File: src/rtl/shmux_pkg.sv
package shmux_pkg;

  typedef enum logic [2:0] {
    ST_IDLE,
    ST_REQ,
    ST_PRE,
    ST_SAMP,
    ST_POST,
    ST_WAIT
  } seq_state_t;

  // Convert a duration in ns to clock cycles, rounding up, minimum one cycle.
  function automatic int unsigned ns_to_cyc(input int unsigned ns, input int unsigned hz);
    longint unsigned prod;
    longint unsigned q;
    prod = longint'(ns) * longint'(hz);
    q    = (prod + 64'd999_999_999) / 64'd1_000_000_000;
    if (q == 64'd0) q = 64'd1;
    return q[31:0];
  endfunction

  function automatic int unsigned max2(input int unsigned a, input int unsigned b);
    return (a > b) ? a : b;
  endfunction

endpackage

File: src/rtl/shmux_timer.sv
module shmux_timer #(
  parameter int unsigned W = 4
) (
  input  logic         clk,
  input  logic         rst_n,
  input  logic         load,
  input  logic [W-1:0] load_val,
  output logic         done
);
  logic [W-1:0] cnt;

  always_ff @(posedge clk or negedge rst_n) begin
    if (!rst_n)          cnt <= '0;
    else if (load)       cnt <= load_val;
    else if (cnt != '0)  cnt <= cnt - W'(1);
  end

  assign done = (cnt == '0);
endmodule

File: src/rtl/shmux_period.sv
module shmux_period #(
  parameter int unsigned LIMIT = 1000,
  localparam int unsigned W = $clog2(LIMIT + 1)
) (
  input  logic clk,
  input  logic rst_n,
  input  logic clear,
  output logic expired
);
  logic [W-1:0] cnt;
  localparam logic [W-1:0] LAST = W'(LIMIT - 1);

  always_ff @(posedge clk or negedge rst_n) begin
    if (!rst_n)          cnt <= '0;
    else if (clear)      cnt <= '0;
    else if (cnt != LAST) cnt <= cnt + W'(1);
  end

  assign expired = (cnt == LAST);
endmodule

File: src/rtl/shmux_mode_dec.sv
module shmux_mode_dec #(
  parameter int unsigned NUM_MUX = 4,
  parameter int unsigned SEL_W   = 2
) (
  input  logic               en,
  input  logic [SEL_W-1:0]   sel,
  output logic [NUM_MUX-1:0] mode_n
);
  for (genvar i = 0; i < NUM_MUX; i++) begin : g_line
    assign mode_n[i] = ~(en && (sel == SEL_W'(i)));
  end
endmodule

File: src/rtl/shmux_refresh_seq.sv
module shmux_refresh_seq
  import shmux_pkg::*;
#(
  parameter int unsigned NUM_MUX    = 4,
  parameter int unsigned CH_PER_MUX = 8,
  parameter int unsigned CODE_W     = 12,
  parameter int unsigned CLK_HZ     = 125_000_000,
  parameter int unsigned SAMPLE_NS  = 4000,
  parameter int unsigned SETUP_NS   = 50,
  parameter int unsigned HOLD_NS    = 150,
  parameter int unsigned INHIBIT_NS = 200,
  parameter int unsigned REFRESH_NS = 100_000_000,
  localparam int unsigned ADDR_W = $clog2(CH_PER_MUX),
  localparam int unsigned CH_W   = $clog2(NUM_MUX * CH_PER_MUX)
) (
  input  logic              clk,
  input  logic              rst_n,
  input  logic              enable,
  output logic              code_req,
  output logic [CH_W-1:0]   code_idx,
  input  logic              code_valid,
  input  logic [CODE_W-1:0] code_data,
  output logic              dac_load,
  output logic [CODE_W-1:0] dac_code,
  output logic [ADDR_W-1:0] ch_addr,
  output logic [NUM_MUX-1:0] mode_n,
  output logic              busy
);
  localparam int unsigned SEL_W       = CH_W - ADDR_W;
  localparam int unsigned NUM_CH      = NUM_MUX * CH_PER_MUX;
  localparam int unsigned SAMP_CYC    = ns_to_cyc(SAMPLE_NS, CLK_HZ);
  localparam int unsigned SETUP_CYC   = ns_to_cyc(SETUP_NS, CLK_HZ);
  localparam int unsigned HOLD_CYC    = ns_to_cyc(HOLD_NS, CLK_HZ);
  localparam int unsigned INHIBIT_CYC = ns_to_cyc(INHIBIT_NS, CLK_HZ);
  localparam int unsigned REFRESH_CYC = ns_to_cyc(REFRESH_NS, CLK_HZ);
  localparam int unsigned PRE_CYC     = max2(SETUP_CYC, INHIBIT_CYC);
  localparam int unsigned TMR_MAX     = max2(max2(PRE_CYC, SAMP_CYC), HOLD_CYC);
  localparam int unsigned TMR_W       = $clog2(TMR_MAX + 1);
  localparam logic [CH_W-1:0] LAST_CH = CH_W'(NUM_CH - 1);

  seq_state_t       state;
  logic [CH_W-1:0]  chan;
  logic             tmr_load;
  logic [TMR_W-1:0] tmr_val;
  logic             tmr_done;
  logic             per_clear;
  logic             per_expired;

  // Named events for the checker and for readability.
  logic code_accept;
  logic sample_fall;
  logic sample_rise;
  logic hold_over;
  logic pass_start;

  assign code_accept = (state == ST_REQ)  && code_valid;
  assign sample_fall = (state == ST_PRE)  && tmr_done;
  assign sample_rise = (state == ST_SAMP) && tmr_done;
  assign hold_over   = (state == ST_POST) && tmr_done;
  assign pass_start  = ((state == ST_IDLE) && enable) ||
                       ((state == ST_WAIT) && enable && per_expired);

  assign tmr_load  = code_accept || sample_fall || sample_rise;
  always_comb begin
    tmr_val = TMR_W'(HOLD_CYC - 1);
    if (code_accept)      tmr_val = TMR_W'(PRE_CYC - 1);
    else if (sample_fall) tmr_val = TMR_W'(SAMP_CYC - 1);
  end
  assign per_clear = pass_start;

  shmux_timer #(.W(TMR_W)) u_timer (
    .clk      (clk),
    .rst_n    (rst_n),
    .load     (tmr_load),
    .load_val (tmr_val),
    .done     (tmr_done)
  );

  shmux_period #(.LIMIT(REFRESH_CYC)) u_period (
    .clk     (clk),
    .rst_n   (rst_n),
    .clear   (per_clear),
    .expired (per_expired)
  );

  shmux_mode_dec #(.NUM_MUX(NUM_MUX), .SEL_W(SEL_W)) u_dec (
    .en     (state == ST_SAMP),
    .sel    (chan[CH_W-1 -: SEL_W]),
    .mode_n (mode_n)
  );

  always_ff @(posedge clk or negedge rst_n) begin
    if (!rst_n) begin
      state <= ST_IDLE;
      chan  <= '0;
    end else begin
      unique case (state)
        ST_IDLE: if (pass_start) begin
          state <= ST_REQ;
          chan  <= '0;
        end
        ST_REQ:  if (code_accept) state <= ST_PRE;
        ST_PRE:  if (sample_fall) state <= ST_SAMP;
        ST_SAMP: if (sample_rise) state <= ST_POST;
        ST_POST: if (hold_over) begin
          if (chan == LAST_CH) state <= ST_WAIT;
          else begin
            state <= ST_REQ;
            chan  <= chan + CH_W'(1);
          end
        end
        ST_WAIT: begin
          if (!enable) state <= ST_IDLE;
          else if (pass_start) begin
            state <= ST_REQ;
            chan  <= '0;
          end
        end
        default: state <= ST_IDLE;
      endcase
    end
  end

  always_ff @(posedge clk or negedge rst_n) begin
    if (!rst_n) begin
      dac_code <= '0;
      dac_load <= 1'b0;
      ch_addr  <= '0;
    end else begin
      dac_load <= code_accept;
      if (code_accept) begin
        dac_code <= code_data;
        ch_addr  <= chan[ADDR_W-1:0];
      end
    end
  end

  assign code_req = (state == ST_REQ);
  assign code_idx = chan;
  assign busy     = (state == ST_REQ) || (state == ST_PRE) ||
                    (state == ST_SAMP) || (state == ST_POST);
endmodule

File: config.mk
export PLATFORM = sky130hd
export DESIGN_NAME = shmux_refresh_seq
export DESIGN_NICKNAME = d
export VERILOG_FILES = /design/src/rtl/shmux_pkg.sv /design/src/rtl/shmux_timer.sv /design/src/rtl/shmux_period.sv /design/src/rtl/shmux_mode_dec.sv /design/src/rtl/shmux_refresh_seq.sv
export SDC_FILE = /design/constraint.sdc
export NUM_CORES = 1
export LEC_CHECK = 0
export BUFFER_PORTS_ARGS = -buffer_cell sky130_fd_sc_hd__buf_2
export CORE_ASPECT_RATIO = 0.7
export CORE_MARGIN = 5
export CORE_UTILIZATION = 60
export CTS_CLUSTER_SIZE = 30
export DETAILED_ROUTE_END_ITERATION = 12
export PLACE_DENSITY = 0.83
export SYNTH_ARGS = -nofsm -noshare
export SYNTH_HDL_FRONTEND = slang
export SYNTH_HIERARCHICAL = 1
export SYNTH_SLANG_ARGS = --single-unit
export TNS_END_PERCENT = 10
File: constraint.sdc
create_clock -name clk -period 4.67 [get_ports clk]
set_clock_uncertainty 0.1 [all_clocks]
set_input_delay 0.467 -clock clk [delete_from_list [all_inputs] [get_ports clk]]
set_output_delay 0.467 -clock clk [all_outputs]
set_load 0.1 [all_outputs]
## After elaboration in Yosys (flattened, before gate mapping)

Index checks and enable logic that the tools add are counted.

| word-level totals | value |
|---|---|
| register bits after elaboration | 57 |
| bits of input ports | 16 |
| output and inout port bits | 27 |
| word-level logic and storage cells | 76 |

| cells by class | value |
|---|---|
| add/subtract/negate cells | 3 |
| equality and inequality tests | 17 |
| muxes and demuxes | 19 |
| bitwise operators | 4 |
| reductions and logical operators | 26 |

Operator list:

| kind | number |
|---|---|
| two-way mux 24 bit | 2 |
| two-way mux 9 bit | 4 |
| adder 24 x 1 -> 24 bit (second input constant) | 1 |
| equality test 24 bit (second input constant) | 1 |
| != test 24 bit (second input constant) | 1 |
| two-way mux 3 bit | 7 |
| two-way mux 5 bit | 4 |
| case mux 3 bit (6 select lines) | 1 |
| case mux 5 bit (3 select lines) | 1 |
| logical AND 1 bit | 11 |
| != test 2 bit (second input constant) | 5 |
| zero test 9 bit | 1 |
| nonzero test 9 bit | 1 |
| subtractor 9 x 1 -> 9 bit (second input constant) | 1 |
| AND reduction 4 bit | 2 |
| equality test 3 x 2 -> 1 bit (second input constant) | 2 |
| equality test 3 bit (second input constant) | 2 |
| logical OR 1 bit | 6 |
| adder 5 x 1 -> 5 bit (second input constant) | 1 |
| equality test 5 bit (second input constant) | 1 |
| equality test 2 bit (second input constant) | 2 |
| inverter 1 bit | 4 |
| nonzero test 2 bit | 2 |
| equality test 3 x 1 -> 1 bit (second input constant) | 1 |
| 5 further kinds | 5 |

## Logic depth before layout (Yosys ltp)

| depth | value |
|---|---|
| depth in word-level cells | 7 |
| gate-level depth with buffers | 12 |

## Cells and area by module

Netlist, hierarchy kept.

By module, submodules not included:

| module | times used | cells an instance | area each (µm²) |
|---|---|---|---|
| shmux_period | 1 | 127 | 1226.2 |
| shmux_refresh_seq | 1 | 97 | 1128.6 |
| shmux_timer | 1 | 57 | 534.3 |
| shmux_mode_dec | 1 | 4 | 28.8 |

## Worst setup path after synthesis

No wires, ideal clock.

| timing path | value |
|---|---|
| path kind | reg2reg |
| start point | register state[1] |
| end point | register u_timer.cnt[0] |
| setup time | 0.094 ns |
| arrival time | 4.247 ns |
| data required time | 4.476 ns |
| setup slack | 0.229 ns |
| stages on the path, launching flop included | 9 |
| buffers on the path | 3 |
| period minus slack after synthesis | 4.441 ns |
| path through | dfrtp_1 -> buf_6 -> nor3b_1 -> nand2_1 -> nand2_1 -> clkbuf_1 -> clkbuf_1 -> nor2_1 -> a221oi_2 |

| between the ends | value |
|---|---|
| cells in the longest elaborated chain, start to end | 5 |
| elaborated cells between the ends (all ways) | 12 |

Ends and longest elaborated chain:

| what | line | text |
|---|---|---|
| from (decl) | shmux_refresh_seq.sv:41 | `seq_state_t state;` |
| from (signal assigned) | shmux_refresh_seq.sv:94 | `state <= ST_IDLE;` |
| from (signal assigned) | shmux_refresh_seq.sv:99 | `state <= ST_REQ;` |
| from (signal assigned) | shmux_refresh_seq.sv:102 | `ST_REQ: if (code_accept) state <= ST_PRE;` |
| equality test 3 x 1 -> 1 bit * | - |  |
| via code_req | shmux_refresh_seq.sv:19 | `output logic code_req,` |
| logical AND 1 bit * | shmux_refresh_seq.sv:56 | `assign code_accept = (state == ST_REQ) && code_valid;` |
| logical OR 1 bit * (2 in a row) | shmux_refresh_seq.sv:63 | `assign tmr_load = code_accept \|\| sample_fall \|\| sample_rise;` |
| via tmr_load | shmux_refresh_seq.sv:43 | `logic tmr_load;` |
| two-way mux 9 bit or nonzero test 2 bit (tied branches) | - |  |
| to (signal assigned) | shmux_timer.sv:14 | `else if (load) cnt <= load_val;` |
| to (signal assigned) | shmux_timer.sv:15 | `else if (cnt != '0) cnt <= cnt - W'(1);` |
| to (decl) | shmux_timer.sv:10 | `logic [W-1:0] cnt;` |

Mark *: on every way through the listed nets, which the timed path passes. The rest lies on a longest branch.
A chain may end at the register's enable or synchronous reset.

## Worst setup path in the final report

| timing path | value |
|---|---|
| start point | register u_timer.cnt[0] |
| end point | register u_timer.cnt[7] |

| between the ends | value |
|---|---|
| cells in the longest elaborated chain, start to end | 5 |
| elaborated cells between the ends (all ways) | 12 |

Ends and longest elaborated chain:

| what | line | text |
|---|---|---|
| zero test 9 bit * | shmux_timer.sv:18 | `assign done = (cnt == '0);` |
| via tmr_done | shmux_refresh_seq.sv:45 | `logic tmr_done;` |
| logical AND 1 bit | shmux_refresh_seq.sv:57 | `assign sample_fall = (state == ST_PRE) && tmr_done;` |
| logical OR 1 bit | shmux_refresh_seq.sv:63 |  |
| logical OR 1 bit * | shmux_refresh_seq.sv:63 |  |
| via tmr_load | shmux_refresh_seq.sv:43 |  |
| two-way mux 9 bit or nonzero test 2 bit (tied branches) | - |  |

Mark *: on every way through the listed nets, which the timed path passes. The rest lies on a longest branch. The select of a mux whose other input is x is not followed.

==> run metrics <==
grt ovf 0; Synth top area share around 49%; starting density of the core approximately 60%; max_slew headroom 53.0%; I/O pin total 43; CTS root buf clkbuf_8; worst r2r src u_timer/cnt[0]; GPL Wtd Cong approximately 0.84; DP Worst Slack 1460 ps; Pre-antenna DRT Iters 4; Num CTS Buffers 9; Arr. time, crit path ~3400 ps; ANT cells 0; Synth Area per Inst between 10 and 15 µm²; clk slew on worst S/H paths approximately 70 ps; vias in the first global route 2101; status finished, final reports clean; top cells by area, synth dfrtp_1, nor2_1, xnor2_1; Ys Warns 6; setup TNS 0 ps; Setup crit start kind register; CTS tree yes; commonest non-fill, non-tap cell in the layout dfrtp_1; Max Cap Viol 0; drt drc 0; WL final about 5.8 mm; initial antenna violation count 0; H-Tree Depth 3; Core Region roughly 4800 µm²; vias 2264; register area share after synthesis roughly half; number of I/O port buffers 42; Fin. Hold Viols 0; Worst-Skew Late Latency 330 ps; synthesized flop and latch total 57; share of cells above drive strength 1 a little under a quarter; GRT Util Overall 19.6%; DR iter-0 viols ~110; Crit. Startpoint u_timer/cnt[0]; Worst-Margin Slew 705 ps; die area between 6000 and 7000 µm²; Worst Path Max Fanout 16; synth unique cells 54; post-synthesis cell count around 290; EDFF count, synth 0; # setup viols final 0; most frequent cells in the layout dfrtp_1, buf_2, nor2_1, nand2_1, o21ai_0; routed len/inst ~14 µm; Final ANT Viol Nets 0; post-layout net count about 350; Synth area leader dfrtp_1; syn nets 305; final worst slack ~1400 ps; vias per inst about 5.6; RSZ-0062 raised after global routing false; Tcrit/Tclk final between 70% and 80%; post-CTS resize count 0; die height just under 70 µm; Max clock buf depth 2; Max Slew Vio Count 0; Post-DP HPWL a little under 4 mm; row count 21; # Post-CTS Setup Buffers 0; Synth Cell Area around 2900 µm²; main flop type after synthesis dfrtp_1; Hold WC Path Type in2async; asr flop ratio synth 100%; Hold-fix buffers, CTS 0; Tmin final about 3300 ps; fmax 301 MHz; first-pass GRT wire length between 9 and 10 mm; Die X just over 90 µm; hold slack 170 ps; largest net degree at the start of global routing a little under 60; Req. time, crit path about 4800 ps; worst setup path class reg2reg; Critical Path Sink Type register; area added between synthesis and finish 17.8%; clock sinks 57
==> layout make-up <==
class / count / area, µm²
clock buffer: 12 / 165
fill: 327 / 1320
timing repair buffer: 44 / 225
tap: 69 / 86.3
inverter: 10 / 37.5
sequential: 57 / 1430
clock inverter: 4 / 97.6
multi-input combinational: 206 / 1400
==> registers in the layout (all words and copies together), names as in the netlist <==
signal	flops
ch_addr	3
code_idx	5
dac_code	12
dac_load	1
state	3
u_period/cnt	24
u_timer/cnt	9
==> path summary, 6_finish.rpt <==
path	cells after the start	slack (ps)	to
min in group clk	2	250	dac_code[1]
worst max register to register	10	1350	u_timer/cnt[7]
max in group asynchronous	2	3830	u_period/cnt[23]
worst min register to register	1	380	dac_code[2]
worst max-delay path	10	1350	u_timer/cnt[7]
worst min-delay path	2	170	dac_code[0]
==> cell families (layout without fill, tap and decap cells) <==
group,Yosys count,after routing,synth area share (%)
muxes,18,18,6.99
DFF,57,57,48.9
and+or+nand+nor,120,120,23.1
buffers and inverters,22,70,3.30
other,2,2,0.257
xor gates and xnor gates,21,21,6.30
adders and majority gates,4,4,1.72
AOI/OAI and AO/OA,41,41,9.48
==> per-layer routing <==
metal,track usage (%),part of all wire (%),up-vias,wire length [µm]
li1,-,-,1106,-
met1,26.7,49,1090,2820
met5,0,0,-,0
met4,6.40,0.60,0,35
met2,30.4,44,64,2560
met3,5.93,6.4,4,369
==> worst max-delay path, stage by stage, from the launching register on <==
cell and delay [ps]:
dfrtp_1 420, inv_1 90, ha_1 210, or4b_1 600
or2_4 310, inv_1 220, nand3b_1 170, nand2_1 410
inv_1 230, o311a_1 180, a221o_1 250
==> Yosys cell counts, types with 6 or more instances <==
library cell  instances
o31ai_1               6
xnor2_1              12
or3_1                 7
o21ai_0              13
mux2_1                9
a21oi_1               9
nand2_1              17
mux2_2                6
nor2_1               29
inv_1                 9
xor2_1                9
clkbuf_1              6
dfrtp_1              57
nor3_1                8
nand3_1              11
==> through the flow <==
stage	util, %	cell area [µm²]	std cells
floorplan	-	2920	285
global placement	66.7	3170	386
detailed placement	66.7	3170	386
CTS	72.3	3440	402
global route	72.3	3440	402
finish	72.3	3440	402
Power is left out: the tool's default activity adds up to more than one toggle a clock period on the data nets, which glitch-free logic cannot reach.
